$ cat src/rtl/irq_res_pkg.sv
package irq_res_pkg;

  typedef enum logic {
    CAP_LEVEL = 1'b0,
    CAP_EDGE  = 1'b1
  } cap_mode_e;

  // Rank of a line relative to the base pointer: 0 is the top rank.
  function automatic int unsigned rank_of(int unsigned idx, int unsigned top, int unsigned n);
    return (idx + n - top) % n;
  endfunction

  // Line that follows idx in circular order.
  function automatic int unsigned next_line(int unsigned idx, int unsigned n);
    return (idx + 1) % n;
  endfunction

endpackage

$ cat src/rtl/irq_req_capture.sv
module irq_req_capture
  import irq_res_pkg::*;
#(
  parameter int unsigned N = 8
) (
  input  logic         clk,
  input  logic         rst_n,
  input  logic [N-1:0] irq_line,
  input  logic         edge_mode,
  input  logic [N-1:0] clr_vec,
  output logic [N-1:0] req_q
);

  logic [N-1:0] line_prev_q;
  logic [N-1:0] rise_vec;
  logic [N-1:0] req_d;
  cap_mode_e    mode;

  assign mode     = cap_mode_e'(edge_mode);
  assign rise_vec = irq_line & ~line_prev_q;

  always_comb begin
    if (mode == CAP_EDGE) begin
      req_d = (req_q | rise_vec) & ~clr_vec;
    end else begin
      req_d = irq_line & ~clr_vec;
    end
  end

  always_ff @(posedge clk) begin
    if (!rst_n) begin
      req_q       <= '0;
      line_prev_q <= '0;
    end else begin
      req_q       <= req_d;
      line_prev_q <= irq_line;
    end
  end

  for (genvar g = 0; g < N; g++) begin : g_edge_chk
    AST_EDGE_RISE_ONLY: assert property (@(posedge clk) disable iff (!rst_n)
      ($rose(req_q[g]) && $past(edge_mode)) |-> ($past(irq_line[g]) && !$past(irq_line[g], 2)))
      else $error("edge request without rising input");
  end

endmodule

$ cat src/rtl/irq_prio_select.sv
module irq_prio_select
  import irq_res_pkg::*;
#(
  parameter int unsigned N = 8,
  localparam int unsigned IDX_W = (N > 1) ? $clog2(N) : 1
) (
  input  logic [N-1:0]     req_vec,
  input  logic [N-1:0]     mask_vec,
  input  logic [N-1:0]     isr_vec,
  input  logic [IDX_W-1:0] top_idx,
  output logic             pend,
  output logic [IDX_W-1:0] win_idx,
  output logic             isr_any,
  output logic [IDX_W-1:0] isr_hi_idx
);

  logic [N-1:0] cand_vec;
  logic         win_found;

  assign cand_vec = req_vec & ~mask_vec;

  always_comb begin
    int unsigned line;
    win_found  = 1'b0;
    win_idx    = '0;
    isr_any    = 1'b0;
    isr_hi_idx = '0;
    for (int unsigned k = 0; k < N; k++) begin
      line = (32'(top_idx) + k) % N;
      if (!win_found && cand_vec[line]) begin
        win_found = 1'b1;
        win_idx   = IDX_W'(line);
      end
      if (!isr_any && isr_vec[line]) begin
        isr_any    = 1'b1;
        isr_hi_idx = IDX_W'(line);
      end
    end
    pend = win_found &&
           (!isr_any || rank_of(32'(win_idx), 32'(top_idx), N) < rank_of(32'(isr_hi_idx), 32'(top_idx), N));
  end

endmodule

$ cat src/rtl/irq_service_ctl.sv
module irq_service_ctl
  import irq_res_pkg::*;
#(
  parameter int unsigned N = 8,
  localparam int unsigned IDX_W = (N > 1) ? $clog2(N) : 1
) (
  input  logic             clk,
  input  logic             rst_n,
  input  logic             ack,
  input  logic             pend,
  input  logic [IDX_W-1:0] win_idx,
  input  logic             auto_release,
  input  logic             rotate_en,
  input  logic             eoi_valid,
  input  logic             eoi_specific,
  input  logic [IDX_W-1:0] eoi_index,
  input  logic             isr_any,
  input  logic [IDX_W-1:0] isr_hi_idx,
  input  logic             prio_load,
  input  logic [IDX_W-1:0] prio_top,
  output logic [N-1:0]     isr_q,
  output logic [IDX_W-1:0] top_q,
  output logic [N-1:0]     req_clr_vec
);

  logic             ack_fire;
  logic             rel_hit;
  logic [IDX_W-1:0] rel_idx;
  logic [N-1:0]     rel_vec;
  logic [N-1:0]     set_vec;
  logic [N-1:0]     isr_d;
  logic [IDX_W-1:0] top_d;

  always_comb begin
    ack_fire    = ack && pend;
    req_clr_vec = '0;
    set_vec     = '0;
    if (ack_fire) begin
      req_clr_vec[win_idx] = 1'b1;
      if (!auto_release) set_vec[win_idx] = 1'b1;
    end

    rel_hit = 1'b0;
    rel_idx = eoi_index;
    if (eoi_valid) begin
      if (eoi_specific) begin
        rel_idx = eoi_index;
        rel_hit = isr_q[eoi_index];
      end else begin
        rel_idx = isr_hi_idx;
        rel_hit = isr_any;
      end
    end
    rel_vec = '0;
    if (rel_hit) rel_vec[rel_idx] = 1'b1;

    isr_d = (isr_q & ~rel_vec) | set_vec;

    top_d = top_q;
    if (prio_load) begin
      top_d = prio_top;
    end else if (rotate_en) begin
      if (rel_hit) begin
        top_d = IDX_W'(next_line(32'(rel_idx), N));
      end else if (ack_fire && auto_release) begin
        top_d = IDX_W'(next_line(32'(win_idx), N));
      end
    end
  end

  always_ff @(posedge clk) begin
    if (!rst_n) begin
      isr_q <= '0;
      top_q <= '0;
    end else begin
      isr_q <= isr_d;
      top_q <= top_d;
    end
  end

  AST_ACK_TO_SERVICE: assert property (@(posedge clk) disable iff (!rst_n)
    (ack && pend && !auto_release) |=> isr_q[$past(win_idx)])
    else $error("acknowledged line not in service");

  AST_AUTO_NO_SERVICE: assert property (@(posedge clk) disable iff (!rst_n)
    (ack && pend && auto_release) |=> !isr_q[$past(win_idx)])
    else $error("auto release left a bit in service");

  AST_SPEC_RELEASE: assert property (@(posedge clk) disable iff (!rst_n)
    (eoi_valid && eoi_specific && !(ack && pend && win_idx == eoi_index)) |=> !isr_q[$past(eoi_index)])
    else $error("specific release did not clear");

  AST_ROTATE_STEP: assert property (@(posedge clk) disable iff (!rst_n)
    (rotate_en && !prio_load && eoi_valid && eoi_specific && isr_q[eoi_index])
      |=> top_q == IDX_W'(next_line(32'($past(eoi_index)), N)))
    else $error("rotation did not follow release");

  AST_IDLE_ACK: assert property (@(posedge clk) disable iff (!rst_n)
    (ack && !pend && !eoi_valid) |=> $stable(isr_q))
    else $error("acknowledge without offer changed service");

endmodule

$ cat src/rtl/irq_prio_resolver.sv
module irq_prio_resolver
  import irq_res_pkg::*;
#(
  parameter int unsigned N = 8,
  localparam int unsigned IDX_W = (N > 1) ? $clog2(N) : 1
) (
  input  logic             clk,
  input  logic             rst_n,
  input  logic [N-1:0]     irq_line,
  input  logic             edge_mode,
  input  logic [N-1:0]     mask,
  input  logic             auto_release,
  input  logic             rotate_en,
  input  logic             ack,
  input  logic             eoi_valid,
  input  logic             eoi_specific,
  input  logic [IDX_W-1:0] eoi_index,
  input  logic             prio_load,
  input  logic [IDX_W-1:0] prio_top,
  output logic             irq_pending,
  output logic [IDX_W-1:0] irq_index,
  output logic [N-1:0]     req_reg,
  output logic [N-1:0]     isr_reg
);

  logic [N-1:0]     req_clr_vec;
  logic [N-1:0]     isr_q;
  logic [IDX_W-1:0] top_q;
  logic             isr_any;
  logic [IDX_W-1:0] isr_hi_idx;
  logic             pend;
  logic [IDX_W-1:0] win_idx;

  irq_req_capture #(.N(N)) u_capture (
    .clk      (clk),
    .rst_n    (rst_n),
    .irq_line (irq_line),
    .edge_mode(edge_mode),
    .clr_vec  (req_clr_vec),
    .req_q    (req_reg)
  );

  irq_prio_select #(.N(N)) u_select (
    .req_vec   (req_reg),
    .mask_vec  (mask),
    .isr_vec   (isr_q),
    .top_idx   (top_q),
    .pend      (pend),
    .win_idx   (win_idx),
    .isr_any   (isr_any),
    .isr_hi_idx(isr_hi_idx)
  );

  irq_service_ctl #(.N(N)) u_service (
    .clk         (clk),
    .rst_n       (rst_n),
    .ack         (ack),
    .pend        (pend),
    .win_idx     (win_idx),
    .auto_release(auto_release),
    .rotate_en   (rotate_en),
    .eoi_valid   (eoi_valid),
    .eoi_specific(eoi_specific),
    .eoi_index   (eoi_index),
    .isr_any     (isr_any),
    .isr_hi_idx  (isr_hi_idx),
    .prio_load   (prio_load),
    .prio_top    (prio_top),
    .isr_q       (isr_q),
    .top_q       (top_q),
    .req_clr_vec (req_clr_vec)
  );

  assign irq_pending = pend;
  assign irq_index   = win_idx;
  assign isr_reg     = isr_q;

  // True when idx outranks every line set in isr under base pointer top.
  function automatic logic outranks_all(logic [IDX_W-1:0] idx, logic [IDX_W-1:0] top, logic [N-1:0] isr);
    logic ok;
    ok = 1'b1;
    for (int unsigned b = 0; b < N; b++) begin
      if (isr[b] && rank_of(b, 32'(top), N) <= rank_of(32'(idx), 32'(top), N)) ok = 1'b0;
    end
    return ok;
  endfunction

  AST_WIN_UNMASKED: assert property (@(posedge clk) disable iff (!rst_n)
    irq_pending |-> (req_reg[irq_index] && !mask[irq_index]))
    else $error("offered line masked or not requesting");

  AST_NEST_BLOCK: assert property (@(posedge clk) disable iff (!rst_n)
    irq_pending |-> outranks_all(irq_index, top_q, isr_reg))
    else $error("offered line does not outrank service");

  AST_NO_REQ_NO_OFFER: assert property (@(posedge clk) disable iff (!rst_n)
    ((req_reg & ~mask) == '0) |-> !irq_pending)
    else $error("offer without unmasked request");

endmodule

$ cat config.mk
export PLATFORM = sky130hd
export DESIGN_NAME = irq_prio_resolver
export DESIGN_NICKNAME = d
export VERILOG_FILES = /design/src/rtl/irq_res_pkg.sv /design/src/rtl/irq_req_capture.sv /design/src/rtl/irq_prio_select.sv /design/src/rtl/irq_service_ctl.sv /design/src/rtl/irq_prio_resolver.sv
export SDC_FILE = /design/constraint.sdc
export NUM_CORES = 1
export LEC_CHECK = 0
export BUFFER_PORTS_ARGS = -buffer_cell sky130_fd_sc_hd__buf_2
export CAP_MARGIN = 30
export CELL_PAD_IN_SITES_DETAIL_PLACEMENT = 0
export CELL_PAD_IN_SITES_GLOBAL_PLACEMENT = 2
export CORE_ASPECT_RATIO = 0.9
export CORE_UTILIZATION = 32
export DETAILED_ROUTE_END_ITERATION = 8
export PLACE_DENSITY = 0.85
export SLEW_MARGIN = 40
export SYNTH_ARGS = -nofsm -noshare
export SYNTH_HDL_FRONTEND = slang
export SYNTH_SLANG_ARGS = --single-unit
$ cat constraint.sdc
create_clock -name clk -period 5.05 [get_ports clk]
set_input_delay 0.2525 -clock clk [delete_from_list [all_inputs] [get_ports clk]]
set_output_delay 0.2525 -clock clk [all_outputs]
set_load 0.1 [all_outputs]
* After elaboration in Yosys (flattened, before gate mapping) *
Cells that the tools add are included.

cells by class
  muxes and demuxes = 83
  reductions and logical operators = 38
  order comparisons = 14
  add/sub/neg operators = 13
  bitwise logic cells = 11

operator list
  cell                 number
  $mux 3               22
  $bmux 1 s3           17
  $lt 3x4->1 const B   11
  $and 8x8->8          5
  $mux 8               5
  $mux 1               37
  $not 8->8            4
  $logic_and 1x1->1    19
  $or 8x8->8           2
  $add 3x1->3 const B  5
  $logic_not 1->1      15
  $add 3x3->3 const B  4
  $add 3x2->3 const B  2
  $demux 1 s3          2
  $ge 3x1->1 const B   2
  $sub 3x3->3          2
  $lt 3x3->1           1
  $reduce_bool 3->1    1
  $reduce_and 2->1     1
  $reduce_bool 2->1    1
  $logic_or 1x1->1     1

word-level totals
  logic and storage cells = 163
  bits in registers = 27
  output and inout bits = 20

* Depth between registers and ports, before layout *
  depth after elaboration = 37
  gate-level depth with buffers = 22
  mapped depth without buffers = 19

* Modules after synthesis *
A second synthesis with hierarchy kept.

second synthesis, totals
  cell total of the unflattened synthesis = 386
  area, all modules = 3,368.2 sq um

modules (own cells, without submodules)
  module           area an instance (sq um)  instances  cells each
  irq_prio_select  1,971.9                   1          235
  irq_service_ctl  780.7                     1          92
  irq_req_capture  615.6                     1          59

* Worst setup path after synthesis *
Ideal clock, no wire load.

  kind = register -> register
  start = reg u_service.top_q[1]
  end = reg u_service.isr_q[0]
  data arrival time = 5.819 ns
  stages on the path, launching flop included = 22
  data required time = 4.988 ns
  path slack = -0.831 ns
  library setup time = 0.062 ns
  cell sequence = dfxtp_1 buf_2 buf_2 inv_2 ha_1 buf_4 mux4_2 mux2i_1 and3_1 a22oi_1 a211oi_1 nor3_1 fa_1 xor2_1 xnor2_1 ha_1 nor2b_1 o22ai_2 o21a_1 nand2_1 nor3b_2 a32o_1

on the way
  elaborated cells between the ends (all ways) = 128

RTL lines
  item                                                  RTL line                 RTL
  start: declaration                                    irq_service_ctl.sv:22    output logic [IDX_W-1:0] top_q,
  start signal: assignment                              irq_service_ctl.sv:77    top_q <= top_d;
  branches (longest 28 deep; another with $add 3x1->3)  --
  $logic_and 1x1->1 (*)                                 irq_prio_select.sv:39    pend = win_found &&
  net irq_pending                                       irq_prio_resolver.sv:20  output logic irq_pending,
  $logic_and 1x1->1 (*)                                 irq_service_ctl.sv:35    ack_fire = ack && pend;
  $mux 8 (*)                                            irq_service_ctl.sv:38    if (ack_fire) begin
  $or 8x8->8 (*)                                        irq_service_ctl.sv:57    isr_d = (isr_q & ~rel_vec) | set_vec;
  end signal: assignment                                irq_service_ctl.sv:76    isr_q <= isr_d;
  end: declaration                                      irq_service_ctl.sv:21    output logic [N-1:0] isr_q,

Mark *: on every way through the listed nets, which the timed path passes. The select of a mux whose other input is x is not followed.
A chain may end at the register's enable or synchronous reset.

* Final worst setup path *
  start = reg u_service.top_q[1]
  end = reg u_service.top_q[0]

on the way
  longest elaborated chain between the ends = 33
  elaborated cells between the ends (all ways) = 121

ends and longest elaborated chain
  item
  branches (longest 33 deep; another with $add 3x1->3)

Parallel ways; which one is timed is not known. The select of a mux whose other input is x is not followed.

==> results_dict.tcl <==
set metrics [dict create \
    placed_cells 587 \
    timing.final.crit_share 0.9440 \
    status "finished, final reports clean" \
    gp_congestion 0.8917 \
    finalPower_mw 1.931 \
    io_buffers 50 \
    fin_skew_ns 0.005321 \
    grt_max_degree 42 \
    yosysSeqAreaShare 0.1541 \
    fp.coreArea_um2 10470 \
    cts-buffers-inserted 3 \
    stdcell_count 593 \
    finalSetupTns_ns 0 \
    critical_path_class "reg -> reg" \
    sw_frac_of_total 0.5492 \
    crit_path_start_kind "flip-flop" \
    synthMuxAreaShare 0.2337 \
    layout-area-overhead-vs-synth_pct 17.48 \
    arrival_ns 4.91 \
    wl_per_cell_um 18.63 \
    syn-cell-area_um2 3507 \
    dp_worst_setup_slack_ns 0.08240 \
    dpl_cell_area_um2 3976 \
    overflow 0 \
    final_cell_mix "buf_2 (49), nand2_1 (45), nor2_1 (24)" \
    fmax_ghz 0.2098 \
    synth_top_family_by_area "simple AND/OR/NAND/NOR gates" \
    fp.dieW_um 112.4 \
    switching_power_mw 1.061 \
    dp_hpwl_um 8311 \
    hold_slack_ns 0.1971 \
    yosysWarnings 0 \
    synth_top_area_cell "dfxtp_1" \
    cts_sinks 27 \
    first_global_vias 3288 \
    synth_cells 415 \
    setup_viol 0 \
    drt_wl_total_um 11050 \
    synth_cell_type_count 73 \
    synth_area_leaders "dfxtp_1 (15%), mux4_2 (13%), mux2i_1 (5.1%)" \
    antenna_left 0 \
    finalHoldViolCount 0 \
    drc 0 \
    hold_buffers 0 \
    synth-compound-area-share 0.2394 \
    insertion_delay_ns 0.27 \
    synth-xor-area-share 0.01998 \
    synth_fa_ha_area_frac 0.03639 \
    ys_seq_elements 27 \
    rows 35 \
    slew_violations 0 \
    async_reset_ff_frac 0 \
    combPwrFrac 0.754 \
    layout_setup_ws_ns 0.2830 \
    cap_violations 0 \
    synth-edff-count 0 \
    antenna_found_initial 0 \
    clk_path_buf_depth 2 \
    p_leak_nw 1.647 \
    pwr-share-clk 0.098 \
    yosys.area.top_type_share 0.1541 \
    power.share.sequential 0.147 \
    vdd_drop_max_mv 0.7558 \
    synthFlopType "dfxtp_1" \
    grtUsageTotal 0.1974 \
    cp_max_fo 33 \
    powerDensity_nw_per_um2 468.7 \
    end_kind "flip-flop" \
    htree_levels 1 \
    postLayoutCellArea_um2 4120 \
    hold_path.class "in -> reg" \
    die-area_um2 11380 \
    cp_data_required_time_ns 5.19 \
    viasPerCell 6.010 \
    layout_commonest_cell "buf_2" \
    worstMarginPinSlew_ns 0.6283 \
    yosys.area_share.simple 0.2647 \
    fin_crit_ns 4.767 \
    relSlewSlack 0.5779 \
    grt_pass1_wl_um 17780 \
    syn_nets 455 \
    vias 3564 \
    layout.nets 505 \
    start_util 0.3351 \
    path_clk_slew_ns 0.07 \
    pin_count 51 \
    drt_iter0_markers 275 \
    fp.dieH_um 101.3 \
    final_util 0.3937 \
    cts_root_buf "clkbuf_16" \
    syn_avg_cell_area_um2 8.451 \
    drive_gt1_frac 0.2974 \
    n_antenna_cell 0 \
    cts_tree "built" \
    p_int_uw 870.6 \
    first_pass_iters 5 \
]
## registers in the layout (all words and copies together) (netlist names)
name / flops
u_capture.line_prev_q: 8
u_capture.req_q: 8
u_service.isr_q: 8
u_service.top_q: 3
## cell type report
| class | count | area [um^2] |
|---|---|---|
| multi-input combinational | 351 | 2848 |
| fill | 1055 | 6346 |
| tap | 129 | 161.4 |
| sequential | 27 | 546.8 |
| inverter | 11 | 41.29 |
| clock inverter | 1 | 8.758 |
| timing repair buffer | 71 | 439.2 |
| clock buffer | 3 | 75.07 |
## power by group through the flow
stage	registers, mW	logic (mW)	clock network [mW]
final	0.284	1.46	0.190
after global routing	0.290	1.56	0.201
after CTS	0.284	1.44	0.193
after detailed placement	0.288	1.43	0
after global placement	0.288	1.44	0
after floorplan	0.375	0.991	0
## timing repair
action | in CTS | in global routing
resized for setup | 0 | 9
endpoints found under the setup margin | 0 | 20
setup buffers | 0 | 2
## cell families after synthesis
kind of cell               Yosys count
AOI/OAI and AO/OA                  109
DFF                                 27
adders and majority gates            9
and+or+nand+nor                    172
xor gates and xnor gates             8
muxes                               53
buffers and inverters               37
## cell usage after synthesis, drive strengths merged, types with 3 or more instances
cell / number
clkbuf: 15
a22o: 8
nand2b: 18
nand2: 46
nor3: 9
a31oi: 6
and2: 14
inv: 10
nor2b: 17
or2: 4
buf: 11
xor2: 4
nor2: 25
o21ai: 12
nand3b: 6
nand4: 5
o211ai: 4
mux2: 12
dfxtp: 27
ha: 7
nor3b: 5
a211o: 3
and3b: 4
xnor2: 4
a211oi: 9
a22oi: 3
a21o: 5
nand3: 13
mux2i: 20
a32o: 7
mux4: 21
o2bb2ai: 4
o22ai: 5
a21oi: 22
## routing by layer
metal | vias to the layer above | share of wire | routed length [um] | track usage
li1 | 1678 | - | - | -
met3 | 16 | 0.059 | 654 | 0.01436
met2 | 138 | 0.47 | 5138 | 0.3263
met4 | 0 | 0.016 | 174 | 0.04615
met5 | - | 0 | 0 | 0
met1 | 1732 | 0.46 | 5076 | 0.2821
## path summary, 6_finish.rpt
kind / startpoint / to / slack (ns) / cells after the start
worst min register to register: u_capture.line_prev_q[6] / u_capture.req_q[6] / 0.64 / 4
worst min-delay path: irq_line[4] / u_capture.line_prev_q[4] / 0.20 / 2
worst max-delay path: u_service.top_q[1] / u_service.top_q[0] / 0.28 / 20
worst max register to register: u_service.top_q[1] / u_service.top_q[0] / 0.28 / 20
## critical path, cell delays in order (launching register included)
cell and delay (ns):
dfxtp_2 0.35, buf_6 0.29, ha_1 0.28, buf_4 0.20
or2_2 0.12, o22ai_1 0.09, or3_1 0.43, mux2i_1 0.20
a22oi_1 0.13, a211oi_2 0.36, nor3_1 0.14, fa_1 0.42
xor2_1 0.16, xnor2_1 0.14, ha_1 0.27, nor2b_1 0.14
o22ai_2 0.17, o2bb2ai_2 0.21, clkinv_1 0.16, a2111oi_4 0.30
nor4b_2 0.08
Power figures use the tool's default switching activity.
